==> config.mk <==
export PLATFORM = sky130hd
export DESIGN_NAME = edge_stamp_unit
export DESIGN_NICKNAME = d
export VERILOG_FILES = /design/src/rtl/esu_pkg.sv /design/src/rtl/esu_edge_pick.sv /design/src/rtl/esu_slot_bank.sv /design/src/rtl/edge_stamp_unit.sv
export SDC_FILE = /design/constraint.sdc
export NUM_CORES = 1
export LEC_CHECK = 0
export CAP_MARGIN = 40
export CORE_MARGIN = 2
export CORE_UTILIZATION = 57
export DETAILED_ROUTE_END_ITERATION = 16
export DONT_BUFFER_PORTS = 1
export HOLD_SLACK_MARGIN = 0.06
export PLACE_DENSITY = 0.75
export SYNTH_ARGS = -nofsm -noshare
export SYNTH_HDL_FRONTEND = slang
export SYNTH_SLANG_ARGS = --single-unit
==> constraint.sdc <==
create_clock -name clk_i -period 2 [get_ports clk_i]
set_input_delay 0.4 -clock clk_i [delete_from_list [all_inputs] [get_ports clk_i]]
set_output_delay 0.4 -clock clk_i [all_outputs]
set_load 0.05 [all_outputs]
==> src/rtl/esu_pkg.sv <==
package esu_pkg;
  localparam int SEC_W       = 32;
  localparam int NS_W        = 30;
  localparam int PH_W        = 3;
  localparam int CFG_W       = 16;
  localparam int CFG_RISE    = 5;
  localparam int CFG_FALL    = 6;
  localparam int CFG_PIN_LSB = 8;
  localparam int CFG_CHAIN   = 12;

  typedef struct packed {
    logic [SEC_W-1:0] sec;
    logic [NS_W-1:0]  ns;
    logic [PH_W-1:0]  ph;
  } stamp_t;
endpackage

==> src/rtl/esu_edge_pick.sv <==
module esu_edge_pick #(
  parameter int NUM_PINS = 16,
  localparam int SEL_W   = (NUM_PINS > 1) ? $clog2(NUM_PINS) : 1
) (
  input  logic                clk_i,
  input  logic                rst_ni,
  input  logic [NUM_PINS-1:0] gpio_i,
  input  logic [SEL_W-1:0]    sel_i,
  input  logic                chain_i,
  input  logic                cas_rise_i,
  input  logic                cas_fall_i,
  output logic                rise_o,
  output logic                fall_o
);
  logic [NUM_PINS-1:0] prev_q;
  logic                prime_q;
  logic                cur, old;

  always_ff @(posedge clk_i or negedge rst_ni) begin
    if (!rst_ni) begin
      prev_q  <= '0;
      prime_q <= 1'b0;
    end else begin
      prev_q  <= gpio_i;
      prime_q <= 1'b1;
    end
  end

  always_comb begin
    cur = 1'b0;
    old = 1'b0;
    if (32'(sel_i) < NUM_PINS) begin
      cur = gpio_i[sel_i];
      old = prev_q[sel_i];
    end
  end

  // first cycle after reset has no valid history
  assign rise_o = chain_i ? cas_rise_i : (prime_q & cur & ~old);
  assign fall_o = chain_i ? cas_fall_i : (prime_q & ~cur & old);
endmodule

==> src/rtl/esu_slot_bank.sv <==
module esu_slot_bank
  import esu_pkg::*;
#(
  parameter int SLOTS  = 2,
  localparam int IDX_W = (SLOTS > 1) ? $clog2(SLOTS) : 1,
  localparam int CNT_W = $clog2(SLOTS + 1)
) (
  input  logic             clk_i,
  input  logic             rst_ni,
  input  logic             wr_i,
  input  stamp_t           wr_data_i,
  input  logic             clr_i,
  input  logic [IDX_W-1:0] rd_idx_i,
  output stamp_t           rd_data_o,
  output logic             rd_valid_o,
  output stamp_t           head_o,
  output logic [SLOTS-1:0] valid_o,
  output logic             full_o
);
  stamp_t           slot_q [SLOTS];
  logic [SLOTS-1:0] valid_q;
  logic [CNT_W-1:0] wp_q;

  assign full_o = &valid_q;

  always_ff @(posedge clk_i or negedge rst_ni) begin
    if (!rst_ni)                 wp_q <= '0;
    else if (clr_i)              wp_q <= '0;
    else if (wr_i && !full_o)    wp_q <= wp_q + 1'b1;
  end

  for (genvar i = 0; i < SLOTS; i++) begin : g_slot
    always_ff @(posedge clk_i or negedge rst_ni) begin
      if (!rst_ni) begin
        valid_q[i] <= 1'b0;
        slot_q[i]  <= '0;
      end else if (clr_i) begin
        valid_q[i] <= 1'b0;
      end else if (wr_i && !full_o && wp_q == CNT_W'(i)) begin
        valid_q[i] <= 1'b1;
        slot_q[i]  <= wr_data_i;
      end
    end
  end

  always_comb begin
    rd_data_o  = '0;
    rd_valid_o = 1'b0;
    if (32'(rd_idx_i) < SLOTS) begin
      rd_data_o  = slot_q[rd_idx_i];
      rd_valid_o = valid_q[rd_idx_i];
    end
  end

  assign head_o  = slot_q[0];
  assign valid_o = valid_q;
endmodule

==> src/rtl/edge_stamp_unit.sv <==
module edge_stamp_unit
  import esu_pkg::*;
#(
  parameter int NUM_PINS = 16,
  parameter int SLOTS    = 2,
  localparam int SEL_W   = (NUM_PINS > 1) ? $clog2(NUM_PINS) : 1,
  localparam int IDX_W   = (SLOTS > 1) ? $clog2(SLOTS) : 1
) (
  input  logic                clk_i,
  input  logic                rst_ni,
  input  logic [NUM_PINS-1:0] gpio_i,
  input  logic [SEC_W-1:0]    sec_i,
  input  logic [NS_W-1:0]     ns_i,
  input  logic [PH_W-1:0]     phase_i,
  input  logic [CFG_W-1:0]    cfg_i,
  input  logic                en_i,
  input  logic                irq_en_i,
  input  logic                clr_i,
  input  logic [IDX_W-1:0]    rd_slot_i,
  output logic                rd_valid_o,
  output logic [SEC_W-1:0]    rd_sec_o,
  output logic [NS_W-1:0]     rd_ns_o,
  output logic [PH_W-1:0]     rd_phase_o,
  output logic                irq_o,
  input  logic                cas_rise_i,
  input  logic                cas_fall_i,
  output logic                cas_full_o,
  output logic                cas_rise_o,
  output logic                cas_fall_o
);
  logic             rise_w, fall_w, q_rise, q_fall, wr_w, full_w;
  logic [SLOTS-1:0] valid_w;
  stamp_t           now_w, rd_w, head_w;

  esu_edge_pick #(.NUM_PINS(NUM_PINS)) u_pick (
    .clk_i      (clk_i),
    .rst_ni     (rst_ni),
    .gpio_i     (gpio_i),
    .sel_i      (cfg_i[CFG_PIN_LSB +: SEL_W]),
    .chain_i    (cfg_i[CFG_CHAIN]),
    .cas_rise_i (cas_rise_i),
    .cas_fall_i (cas_fall_i),
    .rise_o     (rise_w),
    .fall_o     (fall_w)
  );

  assign q_rise = en_i & cfg_i[CFG_RISE] & rise_w;
  assign q_fall = en_i & cfg_i[CFG_FALL] & fall_w;
  assign wr_w   = (q_rise | q_fall) & ~clr_i;
  assign now_w  = '{sec: sec_i, ns: ns_i, ph: phase_i};

  esu_slot_bank #(.SLOTS(SLOTS)) u_bank (
    .clk_i      (clk_i),
    .rst_ni     (rst_ni),
    .wr_i       (wr_w),
    .wr_data_i  (now_w),
    .clr_i      (clr_i),
    .rd_idx_i   (rd_slot_i),
    .rd_data_o  (rd_w),
    .rd_valid_o (rd_valid_o),
    .head_o     (head_w),
    .valid_o    (valid_w),
    .full_o     (full_w)
  );

  assign rd_sec_o   = rd_w.sec;
  assign rd_ns_o    = rd_w.ns;
  assign rd_phase_o = rd_w.ph;
  assign irq_o      = irq_en_i & (|valid_w);
  assign cas_full_o = full_w;
  // overflow edges go down the chain by type
  assign cas_rise_o = q_rise & full_w;
  assign cas_fall_o = q_fall & full_w;
endmodule

==> results.py <==
metrics = {
    "run_status": {
        "status": "finished, violations left",
        "violations": "negative hold slack, negative setup slack",
    },
    "cts": {
        "clk_pin_slew_worst_paths_ps": 60,
        "cts_tree": "done",
        "h-tree-depth": 4,
        "cts_inserted_buffers": 17,
        "cts_hold_buf": 16,
        "clock-sinks": 151,
        "clock_path_buffers": 2,
        "clockRootBuffer": "clkbuf_16",
        "clk_latency_ps": 420,
    },
    "synthesis": {
        "yosys-top-cells-area": "dfrtp_1, mux2_2, mux2_4",
        "ys_warn_count": 0,
        "synth_top_cell_area_share_pct": 53.9,
        "synth_top_area_cell": "dfrtp_1",
        "ys_ff_latch": 151,
        "synthCells": 420,
        "syn_area_um2": 7010,
        "synth.distinct_cells": 31,
        "postSynthNetCount": 527,
        "syn_area_per_cell_um2": 16.7,
        "synth-seq-area-share_pct": 53.9,
    },
    "detailed_routing": {
        "drt_iter0_markers": 169,
        "wl_per_cell_um": 24.8,
        "drt_pass1_iterations": 4,
        "ant_nets": 0,
        "viasPerCell": 5.93,
        "drc": 0,
        "routed_wl_mm": 15.6,
        "num_vias": 3722,
    },
    "finish": {
        "area_growth_pct": 23.2,
        "antenna_cells": 0,
        "regArea_um2": 3780,
        "multi_input_area_um2": 3250,
        "fin_cells": 628,
        "fill_cells": 725,
        "fin_area_um2": 8640,
        "utilization_pct": 71.9,
        "drive_gt1_share_pct": 58.6,
        "fin_nets": 576,
    },
    "critical_path": {
        "r2r_slack_ps": -540,
        "reg2reg_depth": 10,
        "path_class": "reg -> reg",
        "critical_path_arrival_ps": 2830,
        "setup.worst_path.start": "u_pick.prev_q[5]",
        "r2r-end": "u_bank.head_o[57]",
        "start_kind": "flop",
        "crit_path_max_fanout": 8,
        "timing.rr.start": "u_pick.prev_q[5]",
        "endpoint_kind": "flop",
        "cp_data_required_time_ps": 2290,
    },
    "floorplan": {
        "ios": 175,
        "start_util_pct": 58.4,
        "core.rowCount": 40,
        "dieArea_um2": 13200,
        "die_h_um": 115,
        "core-area_um2": 12000,
        "die_w_um": 115,
    },
    "flow_run": {
        "max_cap_viol_count": 0,
    },
    "sta": {
        "maxSlewViolCount": 0,
        "layout_min_cycle_time_ps": 2540,
        "hold_viol_final": 151,
        "finalSetupViolCount": 136,
        "max_freq_ghz": 0.394,
        "fin_ws_ps": -539,
        "skew_ps": 8.56,
        "whs_ps": -319,
        "grt_setup_unrepaired": "true",
        "post-route-period-util_pct": 127,
    },
    "placement": {
        "pre_cts_ws_ps": -534,
        "placed_cell_area_um2": 7240,
        "portBuffers": 0,
        "hpwl_mm": 8.44,
        "gp_congestion": 0.850,
        "placed_cells": 558,
    },
    "global_routing": {
        "grt.total_usage_pct": 23.7,
        "use_met3_pct": 9.91,
        "met2_usage_pct": 39.0,
        "grt_max_degree": 152,
        "grt.overflow.total": 0,
        "antenna_found_initial": 0,
        "grt-busiest-layer": "met2",
        "use_met1_pct": 28.7,
        "first_global_vias": 4245,
        "grt_pass1_wl_mm": 23.7,
    },
    "power_and_ir_drop": {
        "cellPowerDensity_nw_per_um2": 1280,
        "finalPower_mw": 11.1,
        "ir_drop_uv": 1050,
        "p_leak_nw": 3.92,
    },
    "hold_path": {
        "holdCritPathClass": "in -> async",
    },
}
-- stage by stage --
stage / TNS, ps / hold WS (ps)
3_5_place_dp: -64730 / 111
3_3_place_gp: -57810 / 109
4_1_cts: -64030 / -328
2_1_floorplan: -58510 / 104
5_1_grt: -74250 / -346
6_report: -62830 / -319
-- where the power goes --
| group | internal (mW) | total [mW] | leakage [nW] | switching, mW |
|---|---|---|---|---|
| logic | 1.52 | 3.60 | 1.74 | 2.08 |
| clock network | 1.97 | 3.16 | 0.276 | 1.19 |
| registers | 3.86 | 4.31 | 1.90 | 0.459 |
| total | 7.34 | 11.1 | 3.92 | 3.74 |
-- cells in the final DEF, fill, tap and decap left out, types with 3 or more instances in the layout --
cell type      instances
clkbuf_16             20
mux4_2                 8
nand2_1                5
dlygate4sd3_1         16
mux2_4               132
inv_1                  3
dfrtp_1              151
buf_16                 7
clkinvlp_4             3
buf_6                  8
clkbuf_1               4
a21oi_4                3
buf_12                12
and2_1                 3
clkbuf_8               4
mux2i_1                3
buf_4                  7
mux2_2                66
-- layout make-up --
cell class                 instances  area share (%)
tap                              147            2.13
clock buffer                      25            5.73
inverter                           3           0.130
timing repair buffer              54            9.56
multi-input combinational        242            37.7
clock inverter                     6            1.06
sequential                       151            43.7
-- kinds of logic (layout without fill, tap and decap cells) --
logic type      count (synthesis)  in the layout  share of synthesized area, %
mux                           212            212                          39.6
flops                         151            151                          53.9
buf+inv                        27             88                          3.19
simple gates                   17             17                          1.41
compound gates                 10             10                          1.53
fa+ha+maj                       2              2                         0.357
other cells                     1              1                        0.0535
-- cells in the mapped netlist (all sizes together) --
cell type / instances
a21boi: 1
nand2: 5
and2: 3
inv: 3
ha: 2
nand4b: 1
nand3: 2
nor4bb: 1
mux4: 8
a2bb2o: 1
mux2: 198
a21oi: 4
buf: 16
dfrtp: 151
and3b: 1
o2bb2ai: 1
mux2i: 6
nor3b: 1
clkbuf: 8
a21o: 2
nor2: 1
o21a: 1
conb: 1
nand2b: 2
-- how the worst max path moves through the flow --
stage | endpoint | depth (start not counted)
finish | u_bank.head_o[57] | 10
global route | u_bank.head_o[57] | 10
CTS | cas_rise_o | 7
detailed placement | u_bank.head_o[38] | 7
global placement | u_bank.head_o[35] | 7
floorplan | u_bank.head_o[10] | 9
-- per-layer routing --
metal  vias to the layer above  routed length, um  part of all wire, %
met5                         -                  0                    0
met4                         0                237                  1.5
met3                        19               1290                  8.3
met2                       142               7960                   51
met1                      1944               6060                   39
li1                       1617                  -                    -
-- registers in the layout, summed over array words and instances, names as in the netlist --
name,count
u_bank.head_o,65
u_bank.slot_q,65
u_pick.prime_q,1
u_pick.prev_q,16
u_bank.valid_o,2
u_bank.wp_q,2
-- critical path, cell delays in order (launching register included) --
cell and delay, ps:
dfrtp_1 370, mux4_2 480, mux2i_2 180, mux2i_2 110, buf_4 150, mux2i_4 210, a21oi_4 170, buf_12 170
buf_12 130, buf_16 140, mux2_4 310
-- timing repair --
action / CTS / global route
gates resized for setup: 46 / 28
endpoints found under the setup margin: 136 / 136
pin swaps: 3 / 2
buffers inserted: 12 / 4
endpoints found under the hold margin: 167 / 151
cloned: 9 / 3
Note: power is estimated with default switching activity, not from simulation.
